[src/rtl/dsss_pkg.sv]
package dsss_pkg;
    typedef enum logic [1:0] {
        ST_IDLE  = 2'd0,
        ST_SHIFT = 2'd1,
        ST_TAIL  = 2'd2
    } tx_state_t;
endpackage

[src/rtl/dsss_sync.sv]
module dsss_sync #(
    parameter int W      = 3,
    parameter int STAGES = 2
) (
    input  logic         clk,
    input  logic         rst_n,
    input  logic [W-1:0] d,
    output logic [W-1:0] q,
    output logic [W-1:0] rise,
    output logic [W-1:0] fall
);
    logic [W-1:0] last;

    for (genvar g = 0; g < STAGES; g++) begin : stg
        logic [W-1:0] r;
        if (g == 0) begin : g_first
            always_ff @(posedge clk or negedge rst_n) begin
                if (!rst_n) r <= '0;
                else        r <= d;
            end
        end else begin : g_next
            always_ff @(posedge clk or negedge rst_n) begin
                if (!rst_n) r <= '0;
                else        r <= stg[g-1].r;
            end
        end
    end

    assign q = stg[STAGES-1].r;

    always_ff @(posedge clk or negedge rst_n) begin
        if (!rst_n) last <= '0;
        else        last <= q;
    end

    assign rise = q & ~last;
    assign fall = ~q & last;
endmodule

[src/rtl/dsss_rx.sv]
module dsss_rx #(
    parameter int DW = 8
) (
    input  logic          clk,
    input  logic          rst_n,
    input  logic          sck_rise,
    input  logic          mosi,
    input  logic          latch_rise,
    output logic [DW-1:0] hold
);
    logic [DW-1:0] rx_sh;

    always_ff @(posedge clk or negedge rst_n) begin
        if (!rst_n)        rx_sh <= '0;
        else if (sck_rise) rx_sh <= {rx_sh[DW-2:0], mosi};
    end

    always_ff @(posedge clk or negedge rst_n) begin
        if (!rst_n)          hold <= '0;
        else if (latch_rise) hold <= rx_sh;
    end

    // the receive register moves only on a rising SCK edge
    a_r2_rx_only_on_edge: assert property (@(posedge clk) disable iff (!rst_n)
        !sck_rise |=> $stable(rx_sh));

    // the holding register changes only after a latch strobe edge
    a_r3_hold_only_on_latch: assert property (@(posedge clk) disable iff (!rst_n)
        !latch_rise |=> $stable(hold));
endmodule

[src/rtl/dsss_tx.sv]
module dsss_tx
    import dsss_pkg::*;
#(
    parameter int DW = 8
) (
    input  logic          clk,
    input  logic          rst_n,
    input  logic          sck_rise,
    input  logic          sck_fall,
    input  logic          wr_stb,
    input  logic [DW-1:0] wr_data,
    output logic          miso
);
    localparam int CW = $clog2(DW);
    localparam logic [CW-1:0] LAST_CNT = CW'(DW - 1);

    tx_state_t     state, state_nx;
    logic [CW-1:0] cnt;
    logic [DW-1:0] tx_next;
    logic [DW-1:0] tx_sh;

    // host byte, independent of the SPI side
    always_ff @(posedge clk or negedge rst_n) begin
        if (!rst_n)      tx_next <= '0;
        else if (wr_stb) tx_next <= wr_data;
    end

    // state register
    always_ff @(posedge clk or negedge rst_n) begin
        if (!rst_n) state <= ST_IDLE;
        else        state <= state_nx;
    end

    always_comb begin
        state_nx = state;
        unique case (state)
            ST_IDLE:  if (sck_rise)                     state_nx = ST_SHIFT;  // GO_START
            ST_SHIFT: if (sck_rise && cnt == LAST_CNT)  state_nx = ST_TAIL;   // GO_TAIL
            ST_TAIL:  if (sck_fall)                     state_nx = ST_IDLE;   // GO_DONE
            default:                                    state_nx = ST_IDLE;
        endcase
    end

    // outputs: shift register and edge counter
    always_ff @(posedge clk or negedge rst_n) begin
        if (!rst_n) begin
            tx_sh <= '0;
            cnt   <= '0;
        end else begin
            unique case (state)
                ST_IDLE: begin
                    tx_sh <= tx_next;
                    cnt   <= sck_rise ? CW'(1) : '0;
                end
                ST_SHIFT: begin
                    if (sck_fall) tx_sh <= {tx_sh[DW-2:0], 1'b0};
                    if (sck_rise) cnt <= cnt + CW'(1);
                end
                ST_TAIL: begin
                    cnt <= '0;
                end
                default: begin
                    tx_sh <= '0;
                    cnt   <= '0;
                end
            endcase
        end
    end

    assign miso = tx_sh[DW-1];

    // inside a frame the byte in flight moves only on a falling SCK edge
    a_r5_inflight_stable: assert property (@(posedge clk) disable iff (!rst_n)
        (state == ST_SHIFT && !sck_fall) |=> $stable(tx_sh));

    // the idle state always has a cleared edge counter
    a_r6_idle_count_clear: assert property (@(posedge clk) disable iff (!rst_n)
        (state == ST_IDLE) |-> (cnt == '0));

    // a frame closes only through the tail state
    a_r6_close_via_tail: assert property (@(posedge clk) disable iff (!rst_n)
        (state == ST_IDLE && $past(state) != ST_IDLE) |-> ($past(state) == ST_TAIL));

    // in idle the shift register follows the host byte
    a_r4_idle_reload: assert property (@(posedge clk) disable iff (!rst_n)
        (state == ST_IDLE && $past(state) == ST_IDLE) |=> (tx_sh == $past(tx_next)));
endmodule

[src/rtl/dual_sreg_spi_slave.sv]
module dual_sreg_spi_slave #(
    parameter int DW          = 8,
    parameter int SYNC_STAGES = 2
) (
    input  logic          clk,
    input  logic          rst_n,
    input  logic          spi_sck,
    input  logic          spi_mosi,
    input  logic          spi_latch,
    output logic          spi_miso,
    input  logic          host_wr_stb,
    input  logic [DW-1:0] host_wr_data,
    output logic [DW-1:0] host_rd_data
);
    localparam int NSIG = 3;

    logic [NSIG-1:0] s_q, s_rise, s_fall;

    dsss_sync #(.W(NSIG), .STAGES(SYNC_STAGES)) u_sync (
        .clk  (clk),
        .rst_n(rst_n),
        .d    ({spi_latch, spi_mosi, spi_sck}),
        .q    (s_q),
        .rise (s_rise),
        .fall (s_fall)
    );

    dsss_rx #(.DW(DW)) u_rx (
        .clk       (clk),
        .rst_n     (rst_n),
        .sck_rise  (s_rise[0]),
        .mosi      (s_q[1]),
        .latch_rise(s_rise[2]),
        .hold      (host_rd_data)
    );

    dsss_tx #(.DW(DW)) u_tx (
        .clk    (clk),
        .rst_n  (rst_n),
        .sck_rise(s_rise[0]),
        .sck_fall(s_fall[0]),
        .wr_stb (host_wr_stb),
        .wr_data(host_wr_data),
        .miso   (spi_miso)
    );

    // leaving reset, the host read value and MISO are zero
    a_r1_reset_state: assert property (@(posedge clk)
        $rose(rst_n) |-> (host_rd_data == '0 && spi_miso == 1'b0));
endmodule

[config.mk]
export PLATFORM = sky130hd
export DESIGN_NAME = dual_sreg_spi_slave
export DESIGN_NICKNAME = d
export VERILOG_FILES = /design/src/rtl/dsss_pkg.sv /design/src/rtl/dsss_sync.sv /design/src/rtl/dsss_rx.sv /design/src/rtl/dsss_tx.sv /design/src/rtl/dual_sreg_spi_slave.sv
export SDC_FILE = /design/constraint.sdc
export NUM_CORES = 1
export LEC_CHECK = 0
export BUFFER_PORTS_ARGS = -buffer_cell sky130_fd_sc_hd__buf_2
export CAP_MARGIN = 20
export CORE_ASPECT_RATIO = 1.5
export CORE_MARGIN = 8
export CORE_UTILIZATION = 35
export DETAILED_ROUTE_END_ITERATION = 12
export GPL_TIMING_DRIVEN = 1
export PLACE_DENSITY = 0.57
export SLEW_MARGIN = 20
export SYNTH_ARGS = -nofsm -noshare
export SYNTH_HDL_FRONTEND = slang
export SYNTH_SLANG_ARGS = --single-unit
[constraint.sdc]
create_clock -name clk -period 2.23 [get_ports clk]
set_input_delay 0.1115 -clock clk [delete_from_list [all_inputs] [get_ports clk]]
set_output_delay 0.1115 -clock clk [all_outputs]
set_load 0.01 [all_outputs]
Yosys cells after proc, flatten, opt, wreduce, memory -nomap -nowiden --
Index checks and enable logic that the tools add are counted.
Operators by class: bitwise logic cells 5, muxes and demuxes 9, equal/unequal tests 8, reductions and logical operators 4, divide/modulo/power cells 0, shift operators 0, order comparisons 0, $add $sub $neg 1, multipliers 0
Operators by type and width (number):
- $pmux W8 S3 | 1
- $mux W8 | 1
- $ne A2 B2 Y1 const B | 4
- $mux W2 | 3
- $pmux W2 S3 | 1
- $pmux W3 S2 | 1
- $add A3 B1 Y3 const B | 1
- $and A3 B3 Y3 | 1
- $eq A3 B3 Y1 const B | 1
- $mux W3 | 1
- $not A3 Y3 | 1
- $reduce_and A3 Y1 | 1
- $eq A2 B1 Y1 const B | 1
- $eq A2 B2 Y1 const B | 1
- $logic_not A2 Y1 | 1
- $ne A2 B1 Y1 const B | 1
- $not A1 Y1 | 2
- $reduce_and A2 Y1 | 1
- $and A1 B1 Y1 | 1
- $logic_and A1 B1 Y1 | 1
- $mux W1 | 1
Storage, ports and cells: bits in latches 0, bits in writable memories 0, register bits after elaboration 46, output and inout bits 9, memories 0, input port bits 14, memory bits (read-only) 0, word-level logic and storage cells 36

Logic depth before layout (Yosys ltp) --
Gate-level depths: netlist of run 1.
word-level depth 5, gate-level depth with buffers 5

Modules after synthesis --
Synthesis of run 1 repeated with hierarchy kept, for this count alone.
Second synthesis, totals: cells, all modules 125, area, all modules 1881.8 µm²
By module, submodules not included:
- dsss_tx | sequential area each 525.5 µm², area each 940.9 µm², times used 1, cells an instance 76
- dsss_rx | sequential area each 400.4 µm², area each 663.1 µm², times used 1, cells an instance 34
- dsss_sync | sequential area each 225.2 µm², area each 277.8 µm², times used 1, cells an instance 15

Worst setup path after synthesis of run 1 --
Ideal clock, no wire load.
path kind register -> register, start point reg u_tx.state[0], end point reg u_tx.tx_sh[1], stages on the path, launching flop included 6, setup time 125 ps, required time 2105 ps, clock period less this slack 1280 ps, setup slack 950 ps, path buffers 2, arrival 1155 ps, cell sequence dfrtp_1 buf_6 nand2b_1 o21a_1 buf_6 mux2_4
On the way: word-level cells in the longest chain between the ends 3, elaborated cells on any way between the ends 7, classes of those cells eq/ne: 3; mux: 1; bitwise: 1; reduce/logical: 2
Ends and longest elaborated chain:
- start, declared | line dsss_tx.sv:17 | tx_state_t state, state_nx;
- start signal, assigned | line dsss_tx.sv:31 | else state <= state_nx;
- $eq A2 B1 Y1 / $eq A2 B2 Y1 (equally long branches) | line dsss_tx.sv:50 | unique case (state)
- $ne A2 B2 Y1 (no source line) / $not A1 Y1 (equally long branches)
- $reduce_and A2 Y1 (no source line)
- end signal, assigned | line dsss_tx.sv:52 | tx_sh <= tx_next;
- end signal, assigned | line dsss_tx.sv:56 | if (sck_fall) tx_sh <= {tx_sh[DW-2:0], 1'b0};
- end, declared | line dsss_tx.sv:20 | logic [DW-1:0] tx_sh;
Parallel ways exist; a longest one is shown, timed or not. A chain may end at the register's enable or synchronous reset.

Worst setup path after layout of run 1 --
start point reg u_tx.state[1], end point reg u_tx.tx_sh[1]
Same word-level chain as after synthesis.

==> results of run 1 <==
## flip-flops by register name (all words and copies together) (netlist names)
name,flops
u_rx.hold,8
u_rx.rx_sh,8
u_sync.last,2
u_sync.q,3
u_sync.stg.r,3
u_tx.cnt,3
u_tx.state,2
u_tx.tx_next,8
u_tx.tx_sh,8
## stage by stage
step	instance area (µm²)	std cells	utilization (%)	hold WS [ns]
global placement	1980	223	39.0	0.220
detailed placement	1980	223	39.0	0.222
CTS	2130	234	41.9	0.00280
finish	2140	235	42.2	0.0470
global route	2140	235	42.2	0.0310
floorplan	1830	140	-	-0.184
## cells by family (layout without fill, tap and decap cells)
kind of cell / Yosys count / in the layout / synth area share, %
flip-flops: 45 / 45 / 61.5
AND/OR/NAND/NOR: 45 / 45 / 11.1
multiplexers: 32 / 32 / 20.5
buffers and inverters: 9 / 36 / 3.08
AO/OA/AOI/OAI: 6 / 6 / 1.98
adder cells (fa/ha/maj): 2 / 2 / 1.37
XOR/XNOR: 1 / 1 / 0.479
## how the worst max path moves through the flow
stage,slack [ns],cells after the start,startpoint,to
after floorplan,0.95,5,u_tx.state[0],u_tx.tx_sh[1]
after global placement,0.58,3,u_tx.state[1],u_tx.tx_sh[5]
after detailed placement,0.53,3,u_tx.state[1],u_tx.tx_sh[3]
after CTS,0.50,3,u_tx.state[1],u_tx.tx_sh[1]
after global routing,0.43,3,u_tx.state[1],u_tx.tx_sh[1]
final,0.52,3,u_tx.state[1],u_tx.tx_sh[1]
## routing by layer
metal | track usage [%] | up-vias | part of all wire, %
li1 | - | 512 | -
met1 | 9.40 | 503 | 43
met2 | 13.6 | 24 | 50
met3 | 3.25 | 6 | 5.9
met4 | 2.96 | 0 | 1.6
met5 | 0 | - | 0
## placed cells by master (no fill, tap or decap)
| cell type | Yosys | routed |
|---|---|---|
| mux2_2 | 11 | 11 |
| ha_1 | 2 | 2 |
| clkbuf_8 | 0 | 6 |
| o21a_1 | 2 | 2 |
| buf_2 | 0 | 21 |
| bufinv_16 | 0 | 1 |
| mux2_1 | 5 | 5 |
| mux2_4 | 7 | 7 |
| nand2b_1 | 2 | 2 |
| nor2b_1 | 3 | 3 |
| buf_4 | 2 | 2 |
| mux2i_1 | 9 | 9 |
| nand2b_4 | 1 | 1 |
| o21ai_1 | 3 | 3 |
| xor2_1 | 1 | 1 |
| clkinvlp_4 | 0 | 1 |
| dfrtp_1 | 45 | 45 |
| a31oi_1 | 1 | 1 |
| nor4bb_1 | 1 | 1 |
| nand2_1 | 26 | 26 |
| nor2b_2 | 1 | 1 |
| nor2_1 | 11 | 11 |
| dlygate4sd3_1 | 0 | 4 |
| inv_1 | 1 | 1 |
## worst max-delay path: stages, from the launching register on
cell and delay (ns):
dfrtp_1 0.60, nand2b_4 0.22, o21a_1 0.43, mux2_4 0.34
## power groups by stage
stage	Combinational [mW]	Sequential, mW	Clock (mW)
2_1_floorplan	0.474	1.16	0
3_3_place_gp	0.591	1.17	0
3_5_place_dp	0.616	1.18	0
4_1_cts	0.622	1.17	0.654
5_1_grt	0.673	1.20	0.692
6_report	0.609	1.16	0.628
## cell type report
cell class / count / area [µm²]
fillers: 494 / 2940
flip-flops and latches: 45 / 1130
multi-input cells: 86 / 648
repair buffers: 27 / 160
well taps: 68 / 85.1
clock buffers: 6 / 82.6
clock inverters: 2 / 37.5
inverters: 1 / 3.75
## what timing repair did
item / in CTS / in global routing
endpoints found under the setup margin: 0 / 0
hold endpoints to repair: 3 / 45
gates resized for setup: 0 / 0
hold buffers: 3 / 1
==> results.toml, run 1 <==
[placement]
place_hpwl_mm = 2.06
io_buffers = 22
place_congestion = 0.745
pre_cts_slack_ns = 0.525

[global_route]
grt_pass1_wl_mm = 5.18
antenna_found_initial = 0
first_global_vias = 1143
grt_max_degree = 46
grt_usage_pct = 8.35
grt-ovfl-total = 0

[critical_path]
r2r_slack_ns = 0.52
rr_startpoint = "u_tx.state[1]"
cp_max_fo = 14
startpoint_type = "flip-flop"
crit_path_end_kind = "flip-flop"
cp_data_required_time_ns = 2.41
timing.rr.end = "u_tx.tx_sh[1]"
r2r.worst_path.cells = 3
arrival_ns = 1.89
crit_type = "flip-flop to flip-flop"

[cells_and_area]
layout.nets = 182
area_growth_pct = 17.1
drive_above_1_share_pct = 30.5
diodes = 0

[power_and_ir_drop]
p_int_mw = 1.73
seqPwrFrac_pct = 48.4
leakagePower_nw = 1.07
vdd_drop_max_uv = 519
finalPower_mw = 2.40
clkPwrFrac_pct = 26.2
swShare_pct = 27.9
combPwrFrac_pct = 25.4
p_switching_mw = 0.668
powerDensity_nw_per_um2 = 1120

[run]
maxCapViolCount = 0

[synth]
ys_warn_count = 0
ys_seq_elements = 45
netlist_instances = 140
synth_ff_type = "dfrtp_1"
synth.area.top_cells = "dfrtp_1, mux2_2, mux2_4"
ys_types = 21
ys_seq_area_share_pct = 61.5
avgSynthCellArea_um2 = 13.1
synth_most_common_cell = "dfrtp_1"
netlist.area_leader.share_pct = 61.5
synth_edf_count = 0
synthTopCellsByCount = "dfrtp_1, nand2_1, mux2_2, nor2_1, mux2i_1"
syn_area_um2 = 1830
synth_nets = 156
synthArstFlopShare_pct = 100
synth_top_area_cell = "dfrtp_1"

[cts]
clk_path_buf_depth = 2
cts.sinks = 45
cts_tree = "yes"
cts-buffers-inserted = 5
htree_levels = 2
clock_latency_ns = 0.30
cts_root_buffer = "clkbuf_8"
post_cts_buffers = 0
clk_pin_slew_ns = 0.08

[sta]
setup_slack_ns = 0.521
finClkSkew_ns = 0.00699
fin_tns_setup_ns = 0
rsz0062_at_grt = "false"
hold_violations = 0
slew_headroom_pct = 56.0
layout_min_cycle_time_ns = 1.71
finalCritPeriodShare_pct = 76.6
finalSetupViolCount = 0
maxSlewViolCount = 0
worstMarginPinSlew_ns = 0.657
fmax_ghz = 0.585

[route]
dr.pass1.iters = 3
drt_wl_total_mm = 2.91
vias = 1045
drt.antenna.violating_nets = 0
wl_per_cell_um = 12.4
drt_iter0_markers = 26
drc = 0
vias_per_cell = 4.45

[floorplanning]
dieWidth_um = 75.1
num_io_pins = 23
num_rows = 32
core_um2 = 5080
fp.dieH_um = 105
start_util_pct = 36.0
dieArea_um2 = 7850

[min_path]
hold_path.startpoint = "host_wr_data[3]"
hold_end = "u_tx.tx_next[3]"
whs_path_depth = 2
hold_path.class = "input pin to flip-flop"

[status]
status = "finished clean"
(Power assumes the default switching activity.)
==> run 2: changes to the inputs <==
==> constraint.sdc (replaced) <==
create_clock -name clk -period 1.7 [get_ports clk]
set_input_delay 0.085 -clock clk [delete_from_list [all_inputs] [get_ports clk]]
set_output_delay 0.085 -clock clk [all_outputs]
set_load 0.01 [all_outputs]
==> results.toml, run 2 (synthesis results as in run 1) <==
[power_and_ir_drop]
leakagePower_nw = 1.10
powerDensity_nw_per_um2 = 1460
vdd_drop_max_uv = 591
finalPower_mw = 3.19

[cts]
htree_levels = 2
cts.sinks = 45
cts-buffers-inserted = 5
clk_pin_slew_ns = 0.08
clk_path_buf_depth = 2
clock_latency_ns = 0.30
cts_root_buffer = "clkbuf_8"
ctsResizeCount = 0
cts_tree = "yes"

[sta]
layout_min_cycle_time_ns = 1.40
finalCritPeriodShare_pct = 82.5
fin_tns_setup_ns = 0
hold_violations = 0
fmax_ghz = 0.713
finalSetupViolCount = 0
slew_headroom_pct = 63.5
finClkSkew_ns = 0.00388
rsz0062_at_grt = "false"
setup_slack_ns = 0.298
worstMarginPinSlew_ns = 0.547
maxSlewViolCount = 0

[min_path]
whs_path_depth = 2
hold_path.class = "input pin to flip-flop"
hold_path.startpoint = "host_wr_data[2]"
hold_end = "u_tx.tx_next[2]"

[critical_path]
timing.rr.end = "u_tx.tx_sh[4]"
cp_data_required_time_ns = 1.89
crit_type = "flip-flop to flip-flop"
cp_max_fo = 8
crit_path_end_kind = "flip-flop"
rr_startpoint = "u_tx.state[1]"
startpoint_type = "flip-flop"
r2r.worst_path.cells = 4
r2r_slack_ns = 0.30
arrival_ns = 1.59

[cells_and_area]
final_cell_mix = "dfrtp_1, nand2_1, buf_2"
fillCellCount = 500
area_growth_pct = 19.0
layout.nets = 187
drive_above_1_share_pct = 32.6
diodes = 0
final_common_cell = "dfrtp_1"

[global_route]
grt_max_degree = 46
grt_pass1_wl_mm = 5.43
antenna_found_initial = 0
grt-ovfl-total = 0
grt_usage_pct = 8.99
first_global_vias = 1232

[floorplanning]
num_io_pins = 23
core_um2 = 5080
dieArea_um2 = 7850
num_rows = 32
dieWidth_um = 75.1
start_util_pct = 36.0
fp.dieH_um = 105

[placement]
place_hpwl_mm = 2.25
io_buffers = 22
pre_cts_slack_ns = 0.298
place_congestion = 0.755

[route]
vias_per_cell = 4.57
dr.pass1.iters = 4
vias = 1096
drt_iter0_markers = 48
drc = 0
wl_per_cell_um = 12.8
drt_wl_total_mm = 3.06
drt.antenna.violating_nets = 0

[status]
status = "finished clean"

[run]
maxCapViolCount = 0
==> run 2: cell count changes in the layout (fill, tap and decap cells not counted), sizes merged <==
| cell | previous run | this run |
|---|---|---|
| buf | 23 | 28 |
==> run 2: where the power goes <==
| group | leakage, nW | total, mW | internal [mW] | switching, mW |
|---|---|---|---|---|
| clock network | 0.0574 | 0.840 | 0.478 | 0.362 |
| registers | 0.548 | 1.53 | 1.35 | 0.175 |
| logic | 0.492 | 0.819 | 0.455 | 0.364 |
==> run 2: how the worst max path moves through the flow <==
stage | startpoint | end | cells after the start | slack [ns]
floorplan | u_tx.state[0] | u_tx.tx_sh[1] | 5 | 0.42
global placement | u_tx.state[1] | u_tx.tx_sh[4] | 4 | 0.35
detailed placement | u_tx.state[0] | u_tx.tx_sh[5] | 4 | 0.30
CTS | u_tx.state[0] | u_tx.tx_sh[5] | 4 | 0.29
global route | u_tx.state[0] | u_tx.tx_sh[2] | 4 | 0.22
finish | u_tx.state[1] | u_tx.tx_sh[4] | 4 | 0.30
==> run 2: per-layer routing <==
metal	vias to the layer above	wire [µm]	global-route usage, %
met4	0	79	3.94
met2	28	1600	15.1
met1	543	1220	9.43
li1	517	-	-
met5	-	0	0
met3	8	167	3.44
==> run 2: layout make-up <==
class                   instances  area, µm²  share of cell area, %
clock buffers                   6       82.6                   3.79
clock inverters                 2       37.5                   1.72
inverters                       1       3.75                  0.172
multi-input cells              86        648                   29.8
flip-flops and latches         45       1130                   51.7
well taps                      68       85.1                   3.91
repair buffers                 32        195                   8.96
==> run 2: critical path, stage by stage (launching register included) <==
cell and delay, ns:
dfrtp_1 0.45, nand2b_4 0.18, o21a_1 0.18, buf_4 0.18
mux2_4 0.30
==> run 2: timing repair <==
item                       in CTS  in global routing
setup buffers                   0                  0
hold endpoints to repair       48                  0
hold buffers                    4                  0
setup endpoints to repair       0                  0
==> run 2: stage by stage <==
step                instances  util [%]  area [µm²]  hold WS [ns]
finish                    240      42.8        2180        0.0174
global route              240      42.8        2180        0.0102
CTS                       240      42.8        2180       0.00763
detailed placement        228      39.7        2020         0.195
global placement          228      39.7        2020         0.193
floorplan                 140         -        1830        -0.211
==> run 3: changes to the inputs <==
--- a/config.mk
+++ b/config.mk
@@ -12,7 +12,7 @@
 export CORE_UTILIZATION = 35
 export DETAILED_ROUTE_END_ITERATION = 12
 export GPL_TIMING_DRIVEN = 1
-export PLACE_DENSITY = 0.57
+export PLACE_DENSITY = 0.59
 export SLEW_MARGIN = 20
 export SYNTH_ARGS = -nofsm -noshare
 export SYNTH_HDL_FRONTEND = slang
==> constraint.sdc (replaced) <==
create_clock -name clk -period 1.2 [get_ports clk]
set_input_delay 0.06 -clock clk [delete_from_list [all_inputs] [get_ports clk]]
set_output_delay 0.06 -clock clk [all_outputs]
set_load 0.01 [all_outputs]
==> results.toml, run 3 (synthesis results as in run 1) <==
[cts]
clk_pin_slew_ns = 0.08
clock_latency_ns = 0.29
cts-buffers-inserted = 5
cts_tree = "yes"
clk_path_buf_depth = 2
cts_root_buffer = "clkbuf_8"
htree_levels = 2
cts.sinks = 45

[floorplanning]
core_um2 = 5080
num_io_pins = 23
fp.dieH_um = 105
dieWidth_um = 75.1
start_util_pct = 36.0
dieArea_um2 = 7850
num_rows = 32

[route]
drc = 0
dr.pass1.iters = 3
drt_iter0_markers = 31
wl_per_cell_um = 12.7
vias = 1147
drt_wl_total_mm = 3.19
drt.antenna.violating_nets = 0
vias_per_cell = 4.55

[cells_and_area]
design_area_um2 = 2400
final_common_cell = "dfrtp_1"
layout.nets = 199
area_growth_pct = 31.0
drive_above_1_share_pct = 40.2
final_cell_mix = "dfrtp_1, nand2_1, buf_2"
diodes = 0
fillCellCount = 475

[sta]
hold_violations = 0
fin_tns_setup_ns = -0.393
slew_headroom_pct = 81.8
setup_slack_ns = -0.0483
finalSetupViolCount = 16
worstMarginPinSlew_ns = 0.272
finClkSkew_ns = 0.00664
finalCritPeriodShare_pct = 104
layout_min_cycle_time_ns = 1.25
rsz0062_at_grt = "true"
fmax_ghz = 0.801
maxSlewViolCount = 0

[power_and_ir_drop]
powerDensity_nw_per_um2 = 2000
seqPwrFrac_pct = 45.6
swShare_pct = 27.9
p_int_mw = 3.46
p_switching_mw = 1.34
combPwrFrac_pct = 29.8
clkPwrFrac_pct = 24.6
vdd_drop_max_uv = 998
leakagePower_nw = 1.19

[global_route]
grt_pass1_wl_mm = 5.55
grt_max_degree = 46
grt_usage_pct = 8.86
first_global_vias = 1291
antenna_found_initial = 0
grt-ovfl-total = 0

[critical_path]
crit_path_end_kind = "flip-flop"
r2r.worst_path.cells = 3
arrival_ns = 1.43
r2r_slack_ns = -0.05
startpoint_type = "flip-flop"
crit_type = "flip-flop to flip-flop"
cp_data_required_time_ns = 1.38
cp-startpoint = "u_tx.state[1]"
timing.rr.end = "u_tx.tx_sh[5]"
cp_max_fo = 8
rr_startpoint = "u_tx.state[1]"
cp-endpoint = "u_tx.tx_sh[5]"

[status]
status = "complete, but fails checks"
violations = "negative setup slack"

[placement]
place_hpwl_mm = 2.12
place_congestion = 0.729
place_area_um2 = 2070
io_buffers = 22

[min_path]
whs_path_depth = 2
hold_path.class = "input pin to flip-flop"

[run]
maxCapViolCount = 0
[run 3: changes by cell type in the layout (fill, tap and decap cells not counted), sizes merged]
cell         before  now
buf              28   35
dlygate4sd3       4    9
[run 3: worst min path at each step]
stage                            to  slack (ns)             from
floorplan              u_rx.hold[0]       -0.24            rst_n
global placement     u_sync.last[2]        0.05            rst_n
detailed placement     u_rx.hold[0]        0.06            rst_n
CTS                 u_tx.tx_next[1]       0.004  host_wr_data[1]
global route        u_tx.tx_next[1]       0.002  host_wr_data[1]
finish              u_tx.tx_next[1]       0.006  host_wr_data[1]
[run 3: worst max-delay path, cell delays in order (launching register included)]
cell,delay (ns)
dfrtp_1,0.40
nand2b_4,0.15
o21a_4,0.27
mux2_4,0.31
[run 3: metrics by stage]
stage               instances  utilization, %  worst slack (ns)  total power, mW  hold WS (ns)
floorplan                 140               -           -0.0804             3.04        -0.236
global placement          232            40.8            -0.205             3.31        0.0549
detailed placement        232            40.8            -0.271             3.38        0.0553
CTS                       252            45.9           -0.0534             4.66       0.00399
global route              252            47.2            -0.123             5.12       0.00152
finish                    252            47.2           -0.0483             4.79       0.00641
[run 3: timing repair]
| item | 4_1_cts | 5_1_grt |
|---|---|---|
| gates resized for setup | 8 | 14 |
| pin swaps | 0 | 3 |
| buffers inserted | 3 | 1 |
| endpoints found under the hold margin | 53 | 0 |
| hold buffers | 9 | 0 |
| setup endpoints to repair | 17 | 17 |
[run 3: metal layers]
metal / up-vias / part of all wire [%] / global-route usage, %
met1: 571 / 40 / 9.70
met5: - / 0 / 0
met3: 5 / 4.9 / 2.39
met4: 0 / 1.4 / 4.51
li1: 545 / - / -
met2: 26 / 53 / 14.9
[run 3: cell type report]
class                   instances  area, µm²  area share (%)
clock inverters                 2       37.5            1.56
multi-input cells              86        724            30.2
inverters                       1       3.75           0.156
well taps                      68       85.1            3.55
repair buffers                 44        338            14.1
flip-flops and latches         45       1130            47.0
clock buffers                   6       82.6            3.44
[run 3: power by group through the flow]
stage	Clock, mW	Combinational, mW	Sequential (mW)
global route	1.28	1.59	2.25
floorplan	0	0.882	2.16
global placement	0	1.14	2.17
finish	1.18	1.43	2.19
detailed placement	0	1.19	2.19
CTS	1.21	1.28	2.17
